===== config.mk =====
export PLATFORM = sky130hd
export DESIGN_NAME = cfg_port_sequencer
export DESIGN_NICKNAME = d
export VERILOG_FILES = /design/src/rtl/cps_pkg.sv /design/src/rtl/cps_rst_sync.sv /design/src/rtl/cps_byte_ctr.sv /design/src/rtl/cps_cmd_rom.sv /design/src/rtl/cps_seq_fsm.sv /design/src/rtl/cfg_port_sequencer.sv
export SDC_FILE = /design/constraint.sdc
export NUM_CORES = 1
export LEC_CHECK = 0
export BUFFER_PORTS_ARGS = -buffer_cell sky130_fd_sc_hd__buf_2
export CAP_MARGIN = 20
export CORE_ASPECT_RATIO = 1.2
export CORE_MARGIN = 2
export CORE_UTILIZATION = 51
export CTS_CLUSTER_SIZE = 20
export DETAILED_ROUTE_END_ITERATION = 12
export PLACE_DENSITY = 0.78
export SYNTH_ARGS = -nofsm -noshare
export SYNTH_HDL_FRONTEND = slang
export SYNTH_SLANG_ARGS = --single-unit
export TNS_END_PERCENT = 10

===== constraint.sdc =====
create_clock -name clk_i -period 3.5 [get_ports clk_i]
set_clock_uncertainty 0.2 [all_clocks]
set_input_delay 0.7 -clock clk_i [delete_from_list [all_inputs] [get_ports clk_i]]
set_output_delay 0.7 -clock clk_i [all_outputs]
set_load 0.03 [all_outputs]

===== src/rtl/cps_pkg.sv =====
package cps_pkg;

  typedef enum logic [1:0] {CTL_IDLE, CTL_RUN, CTL_GAP} ctl_e;
  typedef enum logic {PH_READ, PH_WRITE} phase_e;
  typedef enum logic [2:0] {STP_SYNC, STP_CMD, STP_DATA, STP_DUMMY, STP_DESYNC} step_e;

  // 1 when the sequencer drives the port data in this step
  function automatic logic port_drives(phase_e p, step_e s);
    return !(p == PH_READ && (s == STP_DATA || s == STP_DUMMY));
  endfunction

  function automatic step_e step_after(step_e s);
    case (s)
      STP_SYNC:  return STP_CMD;
      STP_CMD:   return STP_DATA;
      STP_DATA:  return STP_DUMMY;
      STP_DUMMY: return STP_DESYNC;
      default:   return STP_SYNC;
    endcase
  endfunction

  function automatic int max2(int a, int b);
    return (a > b) ? a : b;
  endfunction

endpackage


===== src/rtl/cps_rst_sync.sv =====
module cps_rst_sync (
  input  logic clk_i,
  input  logic arst_ni,
  output logic rst_no
);
  logic [1:0] sync_q;

  always_ff @(posedge clk_i or negedge arst_ni) begin
    if (!arst_ni) sync_q <= 2'b00;
    else          sync_q <= {sync_q[0], 1'b1};
  end

  assign rst_no = sync_q[1];
endmodule


===== src/rtl/cps_byte_ctr.sv =====
module cps_byte_ctr #(
  parameter int W = 10
) (
  input  logic         clk_i,
  input  logic         rst_ni,
  input  logic         clr_i,
  input  logic         adv_i,
  input  logic [W-1:0] last_i,
  output logic [W-1:0] cnt_o,
  output logic         last_o
);
  logic [W-1:0] cnt_q, cnt_d;

  always_comb begin
    cnt_d = cnt_q;
    if (clr_i)      cnt_d = '0;
    else if (adv_i) cnt_d = cnt_q + W'(1);
  end

  always_ff @(posedge clk_i or negedge rst_ni) begin
    if (!rst_ni) cnt_q <= '0;
    else         cnt_q <= cnt_d;
  end

  assign cnt_o  = cnt_q;
  assign last_o = (cnt_q == last_i);

  AST_CNT_WITHIN_STEP: assert property (@(posedge clk_i) disable iff (!rst_ni)
    cnt_q <= last_i);
endmodule


===== src/rtl/cps_cmd_rom.sv =====
module cps_cmd_rom
  import cps_pkg::*;
#(
  parameter int                      SYNC_LEN   = 4,
  parameter logic [8*SYNC_LEN-1:0]   SYNC_SEQ   = 32'hA5C3_3C5A,
  parameter int                      CMD_LEN    = 4,
  parameter logic [8*CMD_LEN-1:0]    RD_CMD     = 32'h51C0_0E01,
  parameter logic [8*CMD_LEN-1:0]    WR_CMD     = 32'h61C0_0E02,
  parameter int                      ADDR_W     = 32,
  parameter int                      DESYNC_LEN = 2,
  parameter logic [8*DESYNC_LEN-1:0] DESYNC_SEQ = 16'hD55D,
  parameter int                      IDX_W      = 10
) (
  input  phase_e            phase_i,
  input  step_e             step_i,
  input  logic [IDX_W-1:0]  idx_i,
  input  logic [ADDR_W-1:0] addr_i,
  output logic [7:0]        byte_o
);
  localparam int ADDR_BYTES = (ADDR_W + 7) / 8;
  localparam int HDR_LEN    = CMD_LEN + ADDR_BYTES;

  logic [8*ADDR_BYTES-1:0] addr_pad;
  logic [7:0] sync_b [SYNC_LEN];
  logic [7:0] rd_b   [HDR_LEN];
  logic [7:0] wr_b   [HDR_LEN];
  logic [7:0] ds_b   [DESYNC_LEN];

  assign addr_pad = (8*ADDR_BYTES)'(addr_i);

  // all multi-byte vectors go out most significant byte first
  for (genvar g = 0; g < SYNC_LEN; g++) begin : g_sync
    assign sync_b[g] = SYNC_SEQ[8*(SYNC_LEN-1-g) +: 8];
  end

  for (genvar g = 0; g < HDR_LEN; g++) begin : g_hdr
    if (g < CMD_LEN) begin : g_cmd
      assign rd_b[g] = RD_CMD[8*(CMD_LEN-1-g) +: 8];
      assign wr_b[g] = WR_CMD[8*(CMD_LEN-1-g) +: 8];
    end else begin : g_adr
      assign rd_b[g] = addr_pad[8*(HDR_LEN-1-g) +: 8];
      assign wr_b[g] = addr_pad[8*(HDR_LEN-1-g) +: 8];
    end
  end

  for (genvar g = 0; g < DESYNC_LEN; g++) begin : g_desync
    assign ds_b[g] = DESYNC_SEQ[8*(DESYNC_LEN-1-g) +: 8];
  end

  always_comb begin
    byte_o = 8'h00;
    case (step_i)
      STP_SYNC: begin
        for (int k = 0; k < SYNC_LEN; k++)
          if (idx_i == IDX_W'(k)) byte_o = sync_b[k];
      end
      STP_CMD: begin
        for (int k = 0; k < HDR_LEN; k++)
          if (idx_i == IDX_W'(k)) byte_o = (phase_i == PH_READ) ? rd_b[k] : wr_b[k];
      end
      STP_DESYNC: begin
        for (int k = 0; k < DESYNC_LEN; k++)
          if (idx_i == IDX_W'(k)) byte_o = ds_b[k];
      end
      default: byte_o = 8'h00;
    endcase
  end
endmodule


===== src/rtl/cps_seq_fsm.sv =====
module cps_seq_fsm
  import cps_pkg::*;
(
  input  logic   clk_i,
  input  logic   rst_ni,
  input  logic   start_i,
  input  logic   busy_i,
  input  logic   last_i,
  output ctl_e   ctl_o,
  output phase_e phase_o,
  output step_e  step_o,
  output logic   accept_o,
  output logic   xfer_o,
  output logic   ctr_clr_o,
  output logic   ctr_adv_o,
  output logic   done_o
);
  ctl_e   ctl_q, ctl_d;
  phase_e phase_q, phase_d;
  step_e  step_q, step_d;
  logic   done_q, done_d;
  logic   xfer;

  assign xfer = (ctl_q == CTL_RUN) && !busy_i;

  always_comb begin
    ctl_d     = ctl_q;
    phase_d   = phase_q;
    step_d    = step_q;
    done_d    = 1'b0;
    accept_o  = 1'b0;
    ctr_clr_o = 1'b0;
    ctr_adv_o = 1'b0;
    case (ctl_q)
      CTL_IDLE: begin
        if (start_i) begin
          accept_o  = 1'b1;
          ctr_clr_o = 1'b1;
          ctl_d     = CTL_RUN;
          phase_d   = PH_READ;
          step_d    = STP_SYNC;
        end
      end
      CTL_RUN: begin
        if (xfer) begin
          if (last_i) begin
            ctr_clr_o = 1'b1;
            if (step_q == STP_DESYNC) begin
              if (phase_q == PH_WRITE) begin
                ctl_d  = CTL_IDLE;
                done_d = 1'b1;
              end else begin
                phase_d = PH_WRITE;
                step_d  = STP_SYNC;
              end
            end else if (port_drives(phase_q, step_after(step_q)) != port_drives(phase_q, step_q)) begin
              ctl_d = CTL_GAP;
            end else begin
              step_d = step_after(step_q);
            end
          end else begin
            ctr_adv_o = 1'b1;
          end
        end
      end
      CTL_GAP: begin
        ctl_d  = CTL_RUN;
        step_d = step_after(step_q);
      end
      default: ctl_d = CTL_IDLE;
    endcase
  end

  always_ff @(posedge clk_i or negedge rst_ni) begin
    if (!rst_ni) begin
      ctl_q   <= CTL_IDLE;
      phase_q <= PH_READ;
      step_q  <= STP_SYNC;
      done_q  <= 1'b0;
    end else begin
      ctl_q   <= ctl_d;
      phase_q <= phase_d;
      step_q  <= step_d;
      done_q  <= done_d;
    end
  end

  assign ctl_o   = ctl_q;
  assign phase_o = phase_q;
  assign step_o  = step_q;
  assign xfer_o  = xfer;
  assign done_o  = done_q;

  AST_DONE_SINGLE: assert property (@(posedge clk_i) disable iff (!rst_ni)
    done_q |=> !done_q);
  AST_DONE_AT_END: assert property (@(posedge clk_i) disable iff (!rst_ni)
    $rose(done_q) |-> (ctl_q == CTL_IDLE && phase_q == PH_WRITE && step_q == STP_DESYNC));
  AST_GAP_ONE_CYCLE: assert property (@(posedge clk_i) disable iff (!rst_ni)
    (ctl_q == CTL_GAP) |=> (ctl_q == CTL_RUN));
  AST_STALL_HOLDS: assert property (@(posedge clk_i) disable iff (!rst_ni)
    (ctl_q == CTL_RUN && busy_i) |=> (ctl_q == CTL_RUN && $stable(step_q) && $stable(phase_q)));
endmodule


===== src/rtl/cfg_port_sequencer.sv =====
module cfg_port_sequencer
  import cps_pkg::*;
#(
  parameter int                      ADDR_W      = 32,
  parameter int                      SYNC_LEN    = 4,
  parameter logic [8*SYNC_LEN-1:0]   SYNC_SEQ    = 32'hA5C3_3C5A,
  parameter int                      CMD_LEN     = 4,
  parameter logic [8*CMD_LEN-1:0]    RD_CMD      = 32'h51C0_0E01,
  parameter logic [8*CMD_LEN-1:0]    WR_CMD      = 32'h61C0_0E02,
  parameter int                      DESYNC_LEN  = 2,
  parameter logic [8*DESYNC_LEN-1:0] DESYNC_SEQ  = 16'hD55D,
  parameter int                      FRAME_BYTES = 824,
  parameter int                      DUMMY_BYTES = 824,
  localparam int                     BUF_AW      = $clog2(FRAME_BYTES)
) (
  input  logic              clk_i,
  input  logic              rst_ni,
  input  logic              start_i,
  input  logic [ADDR_W-1:0] frame_addr_i,
  output logic              done_o,
  output logic              port_en_o,
  output logic              port_wr_o,
  output logic [7:0]        port_din_o,
  input  logic [7:0]        port_dout_i,
  input  logic              port_busy_i,
  output logic              buf_we_o,
  output logic [BUF_AW-1:0] buf_waddr_o,
  output logic [7:0]        buf_wdata_o,
  output logic [BUF_AW-1:0] buf_raddr_o,
  input  logic [7:0]        buf_rdata_i
);
  localparam int ADDR_BYTES = (ADDR_W + 7) / 8;
  localparam int HDR_LEN    = CMD_LEN + ADDR_BYTES;
  localparam int MAX_LEN    = max2(max2(max2(SYNC_LEN, HDR_LEN), max2(FRAME_BYTES, DUMMY_BYTES)), DESYNC_LEN);
  localparam int IDX_W      = max2($clog2(MAX_LEN), 1);

  logic              rst_ns;
  ctl_e              ctl;
  phase_e            phase;
  step_e             step;
  logic              accept, xfer, ctr_clr, ctr_adv, at_last;
  logic [IDX_W-1:0]  idx, step_last;
  logic [ADDR_W-1:0] addr_q;
  logic [7:0]        rom_byte;

  cps_rst_sync u_rst (
    .clk_i   (clk_i),
    .arst_ni (rst_ni),
    .rst_no  (rst_ns)
  );

  cps_seq_fsm u_fsm (
    .clk_i     (clk_i),
    .rst_ni    (rst_ns),
    .start_i   (start_i),
    .busy_i    (port_busy_i),
    .last_i    (at_last),
    .ctl_o     (ctl),
    .phase_o   (phase),
    .step_o    (step),
    .accept_o  (accept),
    .xfer_o    (xfer),
    .ctr_clr_o (ctr_clr),
    .ctr_adv_o (ctr_adv),
    .done_o    (done_o)
  );

  always_comb begin
    case (step)
      STP_SYNC:  step_last = IDX_W'(SYNC_LEN - 1);
      STP_CMD:   step_last = IDX_W'(HDR_LEN - 1);
      STP_DATA:  step_last = IDX_W'(FRAME_BYTES - 1);
      STP_DUMMY: step_last = IDX_W'(DUMMY_BYTES - 1);
      default:   step_last = IDX_W'(DESYNC_LEN - 1);
    endcase
  end

  cps_byte_ctr #(.W(IDX_W)) u_ctr (
    .clk_i  (clk_i),
    .rst_ni (rst_ns),
    .clr_i  (ctr_clr),
    .adv_i  (ctr_adv),
    .last_i (step_last),
    .cnt_o  (idx),
    .last_o (at_last)
  );

  cps_cmd_rom #(
    .SYNC_LEN   (SYNC_LEN),
    .SYNC_SEQ   (SYNC_SEQ),
    .CMD_LEN    (CMD_LEN),
    .RD_CMD     (RD_CMD),
    .WR_CMD     (WR_CMD),
    .ADDR_W     (ADDR_W),
    .DESYNC_LEN (DESYNC_LEN),
    .DESYNC_SEQ (DESYNC_SEQ),
    .IDX_W      (IDX_W)
  ) u_rom (
    .phase_i (phase),
    .step_i  (step),
    .idx_i   (idx),
    .addr_i  (addr_q),
    .byte_o  (rom_byte)
  );

  // frame address is captured once per update, at the accepted start
  always_ff @(posedge clk_i or negedge rst_ns) begin
    if (!rst_ns)     addr_q <= '0;
    else if (accept) addr_q <= frame_addr_i;
  end

  assign port_en_o = (ctl == CTL_RUN);
  assign port_wr_o = port_drives(phase, step);

  always_comb begin
    if (phase == PH_WRITE && step == STP_DATA)   port_din_o = buf_rdata_i;
    else if (step == STP_DATA || step == STP_DUMMY) port_din_o = 8'h00;
    else                                          port_din_o = rom_byte;
  end

  assign buf_we_o    = xfer && (phase == PH_READ) && (step == STP_DATA);
  assign buf_waddr_o = idx[BUF_AW-1:0];
  assign buf_wdata_o = port_dout_i;
  assign buf_raddr_o = idx[BUF_AW-1:0];

  AST_DIR_SWITCH_GAP: assert property (@(posedge clk_i) disable iff (!rst_ns)
    (port_wr_o != $past(port_wr_o)) |-> !$past(port_en_o));
  AST_HOLD_ON_BUSY: assert property (@(posedge clk_i) disable iff (!rst_ns)
    (port_en_o && port_busy_i) |=> (port_en_o && $stable(port_wr_o) && $stable(buf_raddr_o)));
  AST_QUIET_AT_DONE: assert property (@(posedge clk_i) disable iff (!rst_ns)
    done_o |-> (!port_en_o && !buf_we_o));
endmodule


# Word level (Yosys, flattened, before mapping)
# Index checks and enable logic that the tools add are counted.
# word_totals
reg_bits,51
in_bits,52
out_inout_bits,40
word_cells,114
# classes
n_addsub,1
n_eq_ne,25
muxes,59
bitwise,1
n_reduce_logical,21
# ops
op,count
2-to-1 mux 8 bit,16
== test 10 x 3 -> 1 bit (second input constant),4
2-to-1 mux 3 bit,10
one-hot mux 10 bit (3 select lines),1
one-hot mux 8 bit (3 select lines),1
== test 10 x 2 -> 1 bit (second input constant),2
2-to-1 mux 10 bit,2
2-to-1 mux 1 bit,16
2-to-1 mux 2 bit,7
== test 3 x 2 -> 1 bit (second input constant),4
one-hot mux 3 bit (4 select lines),1
adder 10 x 1 -> 10 bit (second input constant),1
== test 10 x 1 -> 1 bit (second input constant),1
== test 10 bit,1
zero test 10 bit,1
AND reduction 5 bit,2
one-hot mux 3 bit (3 select lines),1
logical AND 1 bit,6
2-to-1 mux 6 bit,1
inequality test 2 x 1 -> 1 bit (second input constant),3
inequality test 3 x 2 -> 1 bit (second input constant),2
one-hot mux 2 bit (3 select lines),1
AND reduction 6 bit,1
one-hot mux 1 bit (2 select lines),2
other kinds (16),20

# Logic depth before layout (Yosys ltp)
# logic_depth
ltp_word,17
mapped_depth,8
depth_no_buf,7

# Modules after synthesis
# From an unflattened synthesis, not the netlist that was laid out.
# hier_totals
cells_unflattened,307
area_unflattened_um2,3337.0
# modules_own_cells
mod,n_inst,cells_per_inst,area_each_um2,seq_area_each_um2
cfg_port_sequencer,1,107,1615.3,800.8
cps_byte_ctr,1,61,594.3,250.2
cps_cmd_rom,1,86,576.8,0.0
cps_seq_fsm,1,50,496.7,175.2
cps_rst_sync,1,3,53.8,50.0

# Worst setup path before layout
# No wires, ideal clock.
# synth_timing
path_kind,register to output
start,register u_ctr.cnt_q[2] (netlist: u_ctr.cnt_o[2])
end,output port_din_o[4]
t_arrival_ns,2.751
required_ns,2.600
path_slack_ns,-0.151
path_stages_with_launch,5
path_buffers,1
path_cell_list,dfrtp_1 buf_4 or3b_2 or3_4 o311ai_0
# synth_between
elab_chain_len,12
elab_cells_between_ends,24
classes_between,7 x eq/ne; 16 x mux; 1 x reduce/logical
# synth_lines
item,line,text
from (decl),cps_byte_ctr.sv:12,"logic [W-1:0] cnt_q, cnt_d;"
from (signal assigned),cps_byte_ctr.sv:22,else cnt_q <= cnt_d;
zero test 10 bit,"cps_cmd_rom.sv:59, cps_cmd_rom.sv:63",
2-to-1 mux 8 bit (8 in series),cps_cmd_rom.sv:59,if (idx_i == IDX_W'(k)) byte_o = (phase_i == PH_READ) ? rd_b[k] : wr_b[k];
one-hot mux 8 bit (3 select lines) *,cps_cmd_rom.sv:52,case (step_i)
2-to-1 mux 8 bit *,cfg_port_sequencer.sv:117,else if (step == STP_DATA || step == STP_DUMMY) port_din_o = 8'h00;
2-to-1 mux 8 bit *,cfg_port_sequencer.sv:116,if (phase == PH_WRITE && step == STP_DATA) port_din_o = buf_rdata_i;
to (decl),cfg_port_sequencer.sv:23,"output logic [7:0] port_din_o,"
# Every way passes the cells marked *; elsewhere a longest branch is shown, timed or not.

# Worst setup path after layout
# layout_timing
start,register u_fsm.step_q[0] (netlist: u_fsm.step_o[0])
end,output port_din_o[2]
# layout_between
elab_chain_len,4
elab_cells_between_ends,10
classes_between,4 x eq/ne; 3 x mux; 3 x reduce/logical
# layout_lines
item,line,text
from (decl),cps_seq_fsm.sv:20,"step_e step_q, step_d;"
from (signal assigned),cps_seq_fsm.sv:83,step_q <= step_d;
"== test 3 bit, or another cell as far along",cps_cmd_rom.sv:52,
one-hot mux 8 bit (3 select lines) or logical OR 1 bit (tied branches),"cps_cmd_rom.sv:52, cfg_port_sequencer.sv:117",
2-to-1 mux 8 bit,cfg_port_sequencer.sv:117,
2-to-1 mux 8 bit *,cfg_port_sequencer.sv:116,
# Marks and branches as above.

==> flow_summary_export.csv <==
group,metric,value,unit
synthesis,yosysWarnings,0,
detailed_routing,drtIter0Drc,194,
synthesis,synth_fp_nets,406,
detailed_routing,viasPerCell,5.78,
sta,fin_setup_tns,0,ns
final_layout,final_common_cell,"buf_2",
critical_path,required,2.60,ns
sta,worst_pin_slew,0.657,ns
pwr,totalPowerFinal,0.00299,W
detailed_routing,wl_per_cell,16.9,um
hold_path,hold_class,"register to asynchronous set/reset pin",
die,coreArea,6370,sq um
synthesis,synth-edff-count,0,
global_routing,grt_max_degree,50,
die,die_h,92.3,um
pwr,powerDensity,776,nW/um^2
global_routing,grt_use_total,24.2,%
detailed_routing,vias,2828,
synthesis,yosys.area_share.adder,3.39,%
critical_path,end_kind,"primary output",
pwr,ir_worst_vdd,0.000527,V
die,placementRows,32,
sta,layout_min_cycle_time,3.38,ns
clocking,clkLatencyLatePin,0.30,ns
final_layout,nNetsFinal,464,
critical_path,crit_arrival,2.48,ns
clocking,cts.clk_slew.worst_paths,0.09,ns
synthesis,synthMuxAreaShare,12.9,%
clocking,cts-root-buf,"clkbuf_8",
critical_path,crit_fanout,11,
place,place.gp.congestion,0.932,
sta,setup_viol,0,
synthesis,avgSynthCellArea,9.61,sq um
detailed_routing,drtAntennaViolNets,0,
global_routing,grt_use_met1,30.3,%
detailed_routing,drt-total-wl,8290,um
critical_path,start_kind,"register",
synthesis,synth_compound_area_share,16.5,%
status,status,"complete, no violations",
final_layout,syn_to_final_growth,16.3,%
sta,drv_slew,0,
die,io_pins,92,
synthesis,synth.distinct_cells,62,
sta,fin_crit_sh,96.5,%
place,hpwl,6390,um
global_routing,grt_first_pass_wirelength,13700,um
synthesis,synth_xor_area_share,2.11,%
die,fp.dieW,77.6,um
synthesis,post_synth_instance_area,3320,sq um
final_layout,n_antenna_cell,0,
sta,clock.fmax,296,MHz
critical_path,slowest_delay,0.55,ns
synthesis,synth_top_family_by_area,"simple AND/OR/NAND/NOR gates",
synthesis,async_flop_share,100,%
clocking,cts_buffers,5,
clocking,cts_tree,"done",
final_layout,layout-drive-gt1-share,37.4,%
critical_path,critical_path_buf_inv_count,1,
synthesis,yosysSeqAreaShare,38.5,%
global_routing,grt.overflow.total,0,
clocking,cts_htree_levels,2,
clocking,clkSinkCount,51,
synthesis,yosys.area_share.simple,17.9,%
final_layout,fillers,571,
global_routing,grt_pass1_vias,2776,
place,port_buffers,75,
die,dieArea,7170,sq um
synthesis,synth_flop_cell,"dfrtp_1",
clocking,cts_max_path_buffers,2,
sta,finalHoldViolCount,0,
global_routing,antenna_found_initial,0,
detailed_routing,drc,0,
critical_path,crit_family,"simple AND/OR/NAND/NOR gates",
critical_path,timing_worst_setup_path_type,"register to primary output",
run,timing.max_cap.violations,0,
critical_path,cp_cell_sequence,"or3b_2 -> nor4_4 -> o21ai_0 -> o31ai_1 -> buf_2",
final_layout,layout_common_cells,"buf_2, dfrtp_1, mux2_2, nand2_1, nor2_1",
global_routing,grt_use_met3,4.19,%
global_routing,grt.busiest_layer,"met2",
sta,slew-limit-headroom,56.2,%
synthesis,syn_inst,345,
global_routing,gr-usage-met2,40.4,%
synthesis,synth_seq_cells,51,
detailed_routing,first_pass_iters,4,
die,initial_core_util,52.1,%
critical_path,cpMaxStageDelayCell,"or3b_2",
pwr,static-leakage-power,1.74,nW
layout make-up:
cell class / instances / area (sq um) / share of cell area, %
clock buffers: 6 / 72.6 / 1.88
clock inverters: 2 / 60.1 / 1.56
inverters: 13 / 48.8 / 1.27
multi-input cells: 243 / 1790 / 46.5
flip-flops and latches: 51 / 1280 / 33.2
well taps: 85 / 106 / 2.76
repair buffers: 89 / 495 / 12.8
path summary, 6_finish.rpt:
| kind | depth (start not counted) | start | to | slack, ns |
|---|---|---|---|---|
| max | 5 | u_fsm.step_o[0]$_DFFE_PN0P_ | port_din_o[2] | 0.12 |
| min | 0 | u_rst.sync_q[1]$_DFF_PN0_ | addr_q[30]$_DFFE_PN0P_ | 0.02 |
| max reg2reg | 5 | u_fsm.ctl_o[0]$_DFFE_PN0P_ | addr_q[13]$_DFFE_PN0P_ | 1.01 |
| max in group asynchronous | 2 | rst_ni | u_rst.sync_q[1]$_DFF_PN0_ | 2.50 |
| min reg2reg | 0 | u_rst.sync_q[1]$_DFF_PN0_ | addr_q[30]$_DFFE_PN0P_ | 0.02 |
| min in group clk_i | 0 | u_rst.sync_q[0]$_DFF_PN0_ | u_rst.sync_q[1]$_DFF_PN0_ | 0.16 |
flip-flops by register name (all words and copies together) (netlist names):
name           flops
addr_q            32
u_ctr.cnt_o       10
u_fsm.ctl_o        2
u_fsm.done_o       1
u_fsm.phase_o      1
u_fsm.step_o       3
u_rst.sync_q       2
worst reg2reg max path: stages (launching register included):
cell and delay (ns):
dfrtp_1 0.43, inv_1 0.11, ha_1 0.24, and2_1 0.58, buf_4 0.42, mux2_2 0.39
metal layers:
metal  share of wire [%]  vias to the layer above
met2                  52                       95
met4                 2.9                        0
met5                   0                        -
met1                  40                     1386
li1                    -                     1326
met3                 5.3                       21
synth_stat cells (2+ instances only):
cell       instances  area share (%)
a221oi_1           2            0.53
nor3b_1            3            0.68
o311ai_1           2            0.53
o21ai_0           21             3.2
nor2b_1            9             1.7
nand2b_1           5            0.94
or3b_2             3            0.79
o31ai_1            3            0.68
nand2_1           27             3.1
a31oi_1            2            0.38
o31a_1             2            0.53
o21bai_1           2            0.45
nand4_1            6             1.1
mux2i_1            5             1.5
a221o_1            2            0.60
a22oi_1            5             1.1
o211ai_1           2            0.45
mux2_2            29             9.8
buf_6              2            0.68
a21oi_1           15             2.3
inv_1             13             1.5
ha_1               9             3.4
xor2_1             5             1.3
mux2_4             2            0.91
nor2_1            27             3.1
dfrtp_1           51              38
and2_1             2            0.38
or3_4              2            0.68
a2111oi_0          4             1.1
clkbuf_1          13             1.5
nand3_1            3            0.45
and3_1             3            0.57
buf_2              3            0.45
a211oi_1           2            0.45
xnor2_1            3            0.79
buf_4             19             4.3
o22ai_1            2            0.38
or2_2              4            0.75
nor3_1             8             1.2
per-stage QoR:
step                      util (%)  std cells  setup WS, ns  cell area [sq um]  hold WS (ns)
after detailed placement      57.4        479         0.240               3660         0.142
after global placement        57.4        479         0.395               3660         0.136
after global routing          60.6        489      -0.00840               3860        0.0637
after floorplan                  -        345         0.106               3320         0.131
final                         60.6        489         0.123               3860        0.0153
after CTS                     59.7        488        0.0168               3800         0.163
what timing repair did:
| item | in CTS | in global routing |
|---|---|---|
| hold endpoints to repair | 2 | 0 |
| hold buffers | 1 | 0 |
| gates cloned | 0 | 0 |
| endpoints found under the setup margin | 2 | 5 |
| setup buffers | 0 | 0 |
| gates resized for setup | 1 | 10 |
power by group:
group	internal [W]	switching, W	total, W	leakage [nW]
Sequential	0.000807	0.000171	0.000978	0.629
Combinational	0.000626	0.000907	0.00153	1.05
Clock	0.000286	0.000195	0.000481	0.0654
cells by family (layout without fill, tap and decap cells):
group                      after synthesis  in the layout
AOI/OAI and AO/OA                       79             79
xor gates and xnor gates                 8              8
adders and majority gates                9              9
buffers and inverters                   51            110
DFF                                     51             51
muxes                                   37             37
other                                    1              1
and+or+nand+nor                        109            109
(Power assumes the default switching activity.)
